`src/rtl/txn_commit_pkg.sv`:
```
package txn_commit_pkg;

    parameter int unsigned ADDR_W = 8;
    parameter int unsigned DATA_W = 32;

    typedef struct packed {
        logic [ADDR_W-1:0] addr;
        logic [DATA_W-1:0] data;
    } log_entry_t;

    typedef enum logic [1:0] {
        ST_PASS     = 2'd0,
        ST_CONFLICT = 2'd1,
        ST_OVERFLOW = 2'd2
    } txn_status_e;

    typedef enum logic [1:0] {
        PH_IDLE      = 2'd0,
        PH_VALIDATE  = 2'd1,
        PH_WRITEBACK = 2'd2,
        PH_RESPOND   = 2'd3
    } phase_e;

    function automatic int unsigned max_of(input int unsigned a, input int unsigned b);
        return (a > b) ? a : b;
    endfunction

endpackage

```
`src/rtl/txn_log_store.sv`:
```
module txn_log_store
    import txn_commit_pkg::*;
#(
    parameter int unsigned DEPTH = 4,
    parameter int unsigned IDX_W = 3
) (
    input  logic             clk,
    input  logic             rst,
    input  logic             clr,
    input  logic             push,
    input  log_entry_t       push_entry,
    input  logic [IDX_W-1:0] rd_idx,
    output log_entry_t       rd_entry,
    output logic [IDX_W-1:0] count,
    output logic             overflow
);
    localparam int unsigned PTR_W = (DEPTH > 1) ? $clog2(DEPTH) : 1;
    localparam logic [IDX_W-1:0] FULL = IDX_W'(DEPTH);

    log_entry_t       slots_q [DEPTH];
    logic [IDX_W-1:0] count_q;
    logic             ovf_q;

    always_ff @(posedge clk) begin
        if (rst || clr) begin
            count_q <= '0;
            ovf_q   <= 1'b0;
        end else if (push) begin
            if (count_q < FULL) begin
                slots_q[count_q[PTR_W-1:0]] <= push_entry;
                count_q <= count_q + 1'b1;
            end else begin
                ovf_q <= 1'b1;
            end
        end
    end

    always_comb begin
        if (rd_idx < FULL) rd_entry = slots_q[rd_idx[PTR_W-1:0]];
        else               rd_entry = '0;
    end

    assign count    = count_q;
    assign overflow = ovf_q;

endmodule

```
`src/rtl/txn_commit_ctrl.sv`:
```
module txn_commit_ctrl
    import txn_commit_pkg::*;
#(
    parameter int unsigned IDX_W = 3
) (
    input  logic              clk,
    input  logic              rst,
    input  logic              beat_fire,
    input  logic              beat_last,
    input  logic [IDX_W-1:0]  rd_cnt,
    input  logic [IDX_W-1:0]  wr_cnt,
    input  logic              rd_ovf,
    input  logic              wr_ovf,
    input  log_entry_t        rd_entry,
    input  log_entry_t        wr_entry,
    output logic [IDX_W-1:0]  idx,
    output logic              accept,
    output logic              clr_logs,
    output logic              mem_req,
    output logic              mem_we,
    output logic [ADDR_W-1:0] mem_addr,
    output logic [DATA_W-1:0] mem_wdata,
    input  logic              mem_rvalid,
    input  logic [DATA_W-1:0] mem_rdata,
    output logic              rsp_valid,
    input  logic              rsp_ready,
    output txn_status_e       rsp_status
);
    phase_e           phase_q, phase_d;
    logic [IDX_W-1:0] idx_q, idx_d;
    logic             pend_q, pend_d;
    txn_status_e      stat_q, stat_d;

    always_comb begin
        phase_d   = phase_q;
        idx_d     = idx_q;
        pend_d    = pend_q;
        stat_d    = stat_q;
        accept    = 1'b0;
        clr_logs  = 1'b0;
        mem_req   = 1'b0;
        mem_we    = 1'b0;
        mem_addr  = '0;
        mem_wdata = '0;
        rsp_valid = 1'b0;
        unique case (phase_q)
            PH_IDLE: begin
                accept = 1'b1;
                if (beat_fire && beat_last) begin
                    phase_d = PH_VALIDATE;
                    idx_d   = '0;
                    pend_d  = 1'b0;
                end
            end
            PH_VALIDATE: begin
                if (rd_ovf || wr_ovf) begin
                    stat_d  = ST_OVERFLOW;
                    phase_d = PH_RESPOND;
                end else if (pend_q) begin
                    if (mem_rvalid) begin
                        pend_d = 1'b0;
                        if (mem_rdata != rd_entry.data) begin
                            stat_d  = ST_CONFLICT;
                            phase_d = PH_RESPOND;
                        end else begin
                            idx_d = idx_q + 1'b1;
                        end
                    end
                end else if (idx_q == rd_cnt) begin
                    idx_d = '0;
                    if (wr_cnt == '0) begin
                        stat_d  = ST_PASS;
                        phase_d = PH_RESPOND;
                    end else begin
                        phase_d = PH_WRITEBACK;
                    end
                end else begin
                    mem_req  = 1'b1;
                    mem_addr = rd_entry.addr;
                    pend_d   = 1'b1;
                end
            end
            PH_WRITEBACK: begin
                mem_req   = 1'b1;
                mem_we    = 1'b1;
                mem_addr  = wr_entry.addr;
                mem_wdata = wr_entry.data;
                if (idx_q == IDX_W'(wr_cnt - 1'b1)) begin
                    stat_d  = ST_PASS;
                    phase_d = PH_RESPOND;
                end else begin
                    idx_d = idx_q + 1'b1;
                end
            end
            PH_RESPOND: begin
                rsp_valid = 1'b1;
                if (rsp_ready) begin
                    clr_logs = 1'b1;
                    phase_d  = PH_IDLE;
                end
            end
            default: phase_d = PH_IDLE;
        endcase
    end

    always_ff @(posedge clk) begin
        if (rst) begin
            phase_q <= PH_IDLE;
            idx_q   <= '0;
            pend_q  <= 1'b0;
            stat_q  <= ST_PASS;
        end else begin
            phase_q <= phase_d;
            idx_q   <= idx_d;
            pend_q  <= pend_d;
            stat_q  <= stat_d;
        end
    end

    assign idx        = idx_q;
    assign rsp_status = stat_q;

endmodule

```
`src/rtl/txn_commit_unit.sv`:
```
module txn_commit_unit
    import txn_commit_pkg::*;
#(
    parameter int unsigned RD_DEPTH = 4,
    parameter int unsigned WR_DEPTH = 4
) (
    input  logic              clk,
    input  logic              rst,
    input  logic              req_valid,
    output logic              req_ready,
    input  logic              req_kind,
    input  logic [ADDR_W-1:0] req_addr,
    input  logic [DATA_W-1:0] req_data,
    input  logic              req_last,
    output logic              mem_req,
    output logic              mem_we,
    output logic [ADDR_W-1:0] mem_addr,
    output logic [DATA_W-1:0] mem_wdata,
    input  logic              mem_rvalid,
    input  logic [DATA_W-1:0] mem_rdata,
    output logic              rsp_valid,
    input  logic              rsp_ready,
    output logic [1:0]        rsp_status
);
    localparam int unsigned MAX_DEPTH = max_of(RD_DEPTH, WR_DEPTH);
    localparam int unsigned IDX_W     = $clog2(MAX_DEPTH + 1);

    logic             fire, clr_logs;
    logic [IDX_W-1:0] idx, rd_cnt, wr_cnt;
    logic             rd_ovf, wr_ovf;
    log_entry_t       in_entry, rd_entry, wr_entry;
    txn_status_e      status;

    assign fire       = req_valid && req_ready;
    assign in_entry   = '{addr: req_addr, data: req_data};
    assign rsp_status = status;

    txn_log_store #(.DEPTH(RD_DEPTH), .IDX_W(IDX_W)) u_rd_log (
        .clk(clk), .rst(rst), .clr(clr_logs),
        .push(fire && !req_kind), .push_entry(in_entry),
        .rd_idx(idx), .rd_entry(rd_entry),
        .count(rd_cnt), .overflow(rd_ovf)
    );

    txn_log_store #(.DEPTH(WR_DEPTH), .IDX_W(IDX_W)) u_wr_log (
        .clk(clk), .rst(rst), .clr(clr_logs),
        .push(fire && req_kind), .push_entry(in_entry),
        .rd_idx(idx), .rd_entry(wr_entry),
        .count(wr_cnt), .overflow(wr_ovf)
    );

    txn_commit_ctrl #(.IDX_W(IDX_W)) u_ctrl (
        .clk(clk), .rst(rst),
        .beat_fire(fire), .beat_last(req_last),
        .rd_cnt(rd_cnt), .wr_cnt(wr_cnt),
        .rd_ovf(rd_ovf), .wr_ovf(wr_ovf),
        .rd_entry(rd_entry), .wr_entry(wr_entry),
        .idx(idx), .accept(req_ready), .clr_logs(clr_logs),
        .mem_req(mem_req), .mem_we(mem_we),
        .mem_addr(mem_addr), .mem_wdata(mem_wdata),
        .mem_rvalid(mem_rvalid), .mem_rdata(mem_rdata),
        .rsp_valid(rsp_valid), .rsp_ready(rsp_ready),
        .rsp_status(status)
    );

endmodule

```
`config.mk`:
```
export PLATFORM = sky130hd
export DESIGN_NAME = txn_commit_unit
export DESIGN_NICKNAME = d
export VERILOG_FILES = /design/src/rtl/txn_commit_pkg.sv /design/src/rtl/txn_log_store.sv /design/src/rtl/txn_commit_ctrl.sv /design/src/rtl/txn_commit_unit.sv
export SDC_FILE = /design/constraint.sdc
export NUM_CORES = 1
export LEC_CHECK = 0
export BUFFER_PORTS_ARGS = -buffer_cell sky130_fd_sc_hd__buf_2
export CORE_ASPECT_RATIO = 0.6
export CORE_MARGIN = 3
export CORE_UTILIZATION = 59
export CTS_BUF_LIST = sky130_fd_sc_hd__clkbuf_16
export CTS_CLUSTER_DIAMETER = 60
export DETAILED_ROUTE_END_ITERATION = 10
export PLACE_DENSITY = 0.79
export SLEW_MARGIN = 20
export SYNTH_ARGS = -nofsm -noshare
export SYNTH_HDL_FRONTEND = slang
export SYNTH_SLANG_ARGS = --single-unit
```
`constraint.sdc`:
```
create_clock -name clk -period 3.7 [get_ports clk]
set_clock_uncertainty 0.1 [all_clocks]
set_input_delay 0.74 -clock clk [delete_from_list [all_inputs] [get_ports clk]]
set_output_delay 0.74 -clock clk [all_outputs]
set_load 0.05 [all_outputs]
```
**Word-level counts from Yosys, hierarchy flattened**

Memories as Yosys holds them, arrays and structs flattened. A register that Yosys moved wholly into a read port is not among the register bits.
Index checks and enable logic that the tools add are counted.

- RAM bits: 320
- Output and inout bits: 46
- Logic and storage cells: 116
- Memories: 2
- Register bits after elaboration: 16
- Bits of input ports: 79

Memory list:

| memory | words | width | rd ports | clocked after Yosys merged registers in | write ports | RTL line | text |
|---|---|---|---|---|---|---|---|
| u_rd_log.slots_q | 4 | 40 | 1 | 1 | 1 | txn_log_store.sv:20 | `log_entry_t slots_q [DEPTH];` |
| u_wr_log.slots_q | 4 | 40 | 1 | 1 | 1 | txn_log_store.sv:20 |  |

- Bitwise gates (word level): 2
- Equality and inequality tests: 18
- $add $sub $neg: 4
- $lt $le $gt $ge: 3
- Reductions and logical operators: 20
- Multiplexer cells: 59

Operators with widths:

| cell | number |
|---|---|
| 40-bit two-way mux | 2 |
| 2-bit two-way mux | 19 |
| 32-bit two-way mux | 1 |
| 32-bit != test | 1 |
| 8-bit two-way mux | 3 |
| 1-bit two-way mux | 21 |
| 3-bit two-way mux | 7 |
| 8-bit one-hot mux with 2 select lines | 1 |
| 6-bit AND reduction | 2 |
| 3-bit by 1-bit adder with 3-bit output, second input constant | 3 |
| 3-bit less-than comparator, second input constant | 3 |
| 3-bit one-hot mux with 3 select lines | 1 |
| 4-bit by 1-bit != test with 1-bit output, second input constant | 2 |
| 4-bit != test, second input constant | 2 |
| 2-bit one-hot mux with 4 select lines | 1 |
| 2-bit AND reduction | 4 |
| 7-bit AND reduction | 1 |
| 3-bit equality test | 2 |
| 2-bit != test, second input constant | 3 |
| 3-bit != test, second input constant | 2 |
| 2-bit equality test, second input constant | 2 |
| 1-bit logical AND | 4 |
| 2-bit by 1-bit != test with 1-bit output, second input constant | 2 |
| 1-bit one-hot mux with 2 select lines | 2 |
| 12 further kinds | 15 |

**Logic depth before layout (Yosys ltp)**

- Depth after elaboration: 10
- Mapped depth: 10
- Depth with buffers taken out: 9

**Cells and area by module**

Synthesis repeated with hierarchy kept, for this count alone.

- Cells, all modules: 837
- Area total of the unflattened synthesis: 13992.2 um^2

Modules (own cells, without submodules):

| module | cells each | sequential area each (um^2) | times used | area each (um^2) |
|---|---|---|---|---|
| txn_log_store | 324 | 4884.7 | 2 | 6273.5 |
| txn_commit_ctrl | 186 | 160.2 | 1 | 1422.6 |
| txn_commit_unit | 3 | 0.0 | 1 | 22.5 |

**Least setup slack after synthesis**

OpenSTA, ideal clock, no wires.

- Path type: flip-flop to output port
- From: reg with a tool-made name
- To: out mem_wdata[21]
- Arrival time: 2.360 ns
- Buffers on the path: 4
- Required time: 2.860 ns
- Stages on the path, launching flop included: 7
- Setup slack: 0.500 ns
- Path through: dfxtp_1 -> buf_6 -> buf_6 -> buf_2 -> buf_1 -> mux4_2 -> and2_1

RTL lines:

| item | RTL line | text |
|---|---|---|
| end, declared | txn_commit_unit.sv:18 | `output logic [DATA_W-1:0] mem_wdata,` |

**Worst setup path after layout**

- From: reg u_ctrl.idx_q[2], in the netlist u_ctrl.idx[2]
- To: out mem_addr[6]

- Word-level cells in the longest chain between the ends: 6
- Elaborated cells on any way between the ends: 8

RTL lines:

| item | RTL line | text |
|---|---|---|
| start, declared | txn_commit_ctrl.sv:30 | `logic [IDX_W-1:0] idx_q, idx_d;` |
| start signal, assigned | txn_commit_ctrl.sv:114 | `idx_q <= idx_d;` |
| 3-bit less-than comparator | txn_log_store.sv:39 | `if (rd_idx < FULL) rd_entry = slots_q[rd_idx[PTR_W-1:0]];` |
| 40-bit two-way mux | txn_log_store.sv:39 |  |
| 8-bit two-way mux | txn_commit_ctrl.sv:69 | `end else if (idx_q == rd_cnt) begin` |
| 8-bit two-way mux | txn_commit_ctrl.sv:59 | `end else if (pend_q) begin` |
| 8-bit two-way mux | txn_commit_ctrl.sv:56 | `if (rd_ovf \|\| wr_ovf) begin` |
| 8-bit one-hot mux with 2 select lines (*) | txn_commit_ctrl.sv:46 | `unique case (phase_q)` |
| end, declared | txn_commit_unit.sv:17 | `output logic [ADDR_W-1:0] mem_addr,` |

Every way passes the cells marked *; elsewhere a longest branch is shown, timed or not.

==> results_dict.tcl <==
set metrics [dict create \
    status "complete, no violations" \
    postSynthRegisterBits 338 \
    post-route-cell-area_um2 16000 \
    async_reset_ff_share_pct 0 \
    maxCapViolations 0 \
    cts_made_buffers 30 \
    viasPerCell 6.35 \
    port_buffers 124 \
    nNetsFinal 970 \
    max_clock_freq_mhz 286 \
    final_util_pct 70.6 \
    cp.arrival_ns 2.66 \
    setup_ws_ns 0.205 \
    syn_area_per_cell_um2 19.1 \
    synth_compound_area_share_pct 3.79 \
    post_drt_wl_per_cell_um 25.1 \
    dpl.cell_count 1152 \
    synth_ff_type "edfxtp_1" \
    die_w_um 204 \
    synth_xor_area_share_pct 1.51 \
    grtUsageTotal_pct 24.3 \
    pwr_density_cell_nw_per_um2 543 \
    rsz0062_at_grt "no" \
    muxShareOfSynthArea_pct 13.4 \
    drive_gt1_share_pct 32.5 \
    ys_warn_count 0 \
    worstSkewPairLatency_ns 0.55 \
    coreArea_um2 22600 \
    tns_ns 0 \
    grt_pass1_vias 7968 \
    hold_violations 0 \
    end_kind "output port" \
    dieArea_um2 25500 \
    synthAdderAreaFrac_pct 1.26 \
    path_class "flop to output port" \
    dp_slack_ns 0.297 \
    first_pass_iters 5 \
    row_count 42 \
    synth_fp_nets 821 \
    die_y_um 125 \
    grt_pass1_wl_mm 47.0 \
    min_to "u_wr_log.slots_q[3][34]$_DFFE_PP_" \
    crit_required_ns 2.86 \
    yosysMostFrequentCell "edfxtp_1" \
    synth_edf_count 320 \
    wl_mm 30.3 \
    p_leak_nw 5.33 \
    drtIter0Drc 886 \
    synthSimpleGateAreaFrac_pct 6.78 \
    grt_max_degree 59 \
    gp_congestion 0.909 \
    gr-total-overflow 0 \
    slew_violations 0 \
    ys_seq_area_share_pct 71.7 \
    cts.clk_slew.worst_paths_ns 0.06 \
    postPlaceCellArea_um2 15100 \
    holdPathStages 1 \
    antenna_found_initial 1 \
    area_delta_synth_final_pct 14.9 \
    period_share_pct 94.5 \
    vias 7656 \
    dp.final_hpwl_mm 19.2 \
    post-route-min-period_ns 3.50 \
    htree_levels 1 \
    multi_input_area_um2 3740 \
    yosysUniqueCellTypes 49 \
    ios 125 \
    cts_sinks 338 \
    min_from "req_addr[2]" \
    relSlewSlack_pct 40.4 \
    diodes 0 \
    start_kind "flop" \
    clock-root-buffer "clkbuf_16" \
    hp-class "input pin to flop" \
    setup_viol 0 \
    syn_area_um2 13900 \
    cts.path.max_buffers 3 \
    netlist.area_leader.share_pct 69.2 \
    rr_worst_depth 10 \
    ff2ff_setup_slack_ns 0.26 \
    cts_tree "done" \
    synth_top_cells_by_area "edfxtp_1 69%, mux4_2 13%, dfxtp_1 2.6%" \
    tightest_slew_ns 0.887 \
    synth_cells 728 \
    synth_top_family_by_area "multiplexers" \
    ant_nets 0 \
    fin_cells 1206 \
    synth_commonest_cells "320 x edfxtp_1, 80 x mux4_2, 38 x and2_1" \
    seqCellArea_um2 9980 \
    drcViolationCount 0 \
    yosys.area.top_type "edfxtp_1" \
    path_max_fanout 20 \
    irDropWorstVdd_mv 0.423 \
    initial_core_util_pct 61.5 \
    n_fill_cell 1376 \
]
-- cell type report --
type                    count  area share (%)
well taps                 308            2.41
repair buffers            149            5.87
flip-flops and latches    338            62.5
inverters                  12           0.282
clock buffers              30            4.70
clock inverters            23           0.815
multi-input cells         346            23.4
-- sequential cells by signal (all words and copies together), names as in the netlist, named ones only --
name and count:
u_rd_log.slots_q 160, u_wr_log.slots_q 160, u_ctrl.idx 3, u_rd_log.count 3, u_wr_log.count 3, u_ctrl.phase_q 2
u_ctrl.rsp_status 2, u_ctrl.pend_q 1, u_rd_log.overflow 1, u_wr_log.overflow 1
-- layer usage --
metal	global-route usage (%)	wire length, um	vias up
met1	36.3	12500	3916
met3	4.28	2510	69
met2	37.8	14500	382
met4	6.83	776	2
li1	-	-	3287
met5	0	18	-
-- worst max-delay path, cell delays in order, from the launching register on --
cell and delay, ns:
dfxtp_1 0.33, buf_4 0.36, xnor2_1 0.16, nand3_1 0.10
and3_1 0.49, a32oi_1 0.20, nor2b_1 0.18, buf_2 0.29
-- logic make-up after synthesis --
group / count (synthesis)
adders and majority gates: 14
DFF: 338
muxes: 86
and+or+nand+nor: 147
buffers and inverters: 44
xor gates and xnor gates: 24
AOI/OAI and AO/OA: 75
-- power by group --
part           leakage, nW  internal, mW  switching (mW)  total [mW]
logic                 1.83         0.499           0.978        1.48
registers             3.03          4.32          0.0552        4.38
clock network        0.471          1.53            1.29        2.81
total                 5.33          6.35            2.32        8.67
-- layout by cell type (no fill, tap or decap), drive strengths merged, types with 2 or more instances in the layout --
cell,n
ha,14
a21oi,9
o211ai,3
nor3b,4
nor2,27
o21a,3
inv,22
and4,2
mux4,80
o21ai,18
or2,3
o41ai,2
and3,5
xnor2,21
and2,38
a21o,2
buf,149
nand4,17
a32oi,11
a22oi,17
xor2,3
nand3,4
nor4b,13
clkinv,12
edfxtp,320
a41oi,3
clkbuf,30
nor2b,11
a21boi,3
mux2i,4
nand3b,3
nor3,4
dfxtp,18
mux2,2
nand2,12
-- metrics by stage --
stage                     hold WS [ns]  power, mW
final                            0.355       8.67
after CTS                        0.331       8.72
after detailed placement         0.361       5.92
after global routing             0.341       8.98
after global placement           0.345       5.86
after floorplan                  0.329       5.45
-- worst max path at each step --
stage | startpoint | to | slack (ns) | cells after the start
floorplan | flop | mem_wdata[21] | 0.50 | 6
global placement | flop | flop | 0.49 | 9
detailed placement | flop | flop | 0.30 | 9
CTS | u_ctrl.phase_q[1]$_SDFFE_PP0P_ | mem_wdata[28] | 0.05 | 5
global route | flop | flop | 0.0006 | 10
finish | u_ctrl.idx[2]$_SDFFE_PP0P_ | mem_addr[6] | 0.20 | 7
-- what timing repair did --
item | 4_1_cts | 5_1_grt
setup buffers | 1 | 0
resized for setup | 1 | 1
hold buffers | 0 | 0
endpoints found under the setup margin | 12 | 9
No activity file was read; power rests on OpenSTA's default activity.
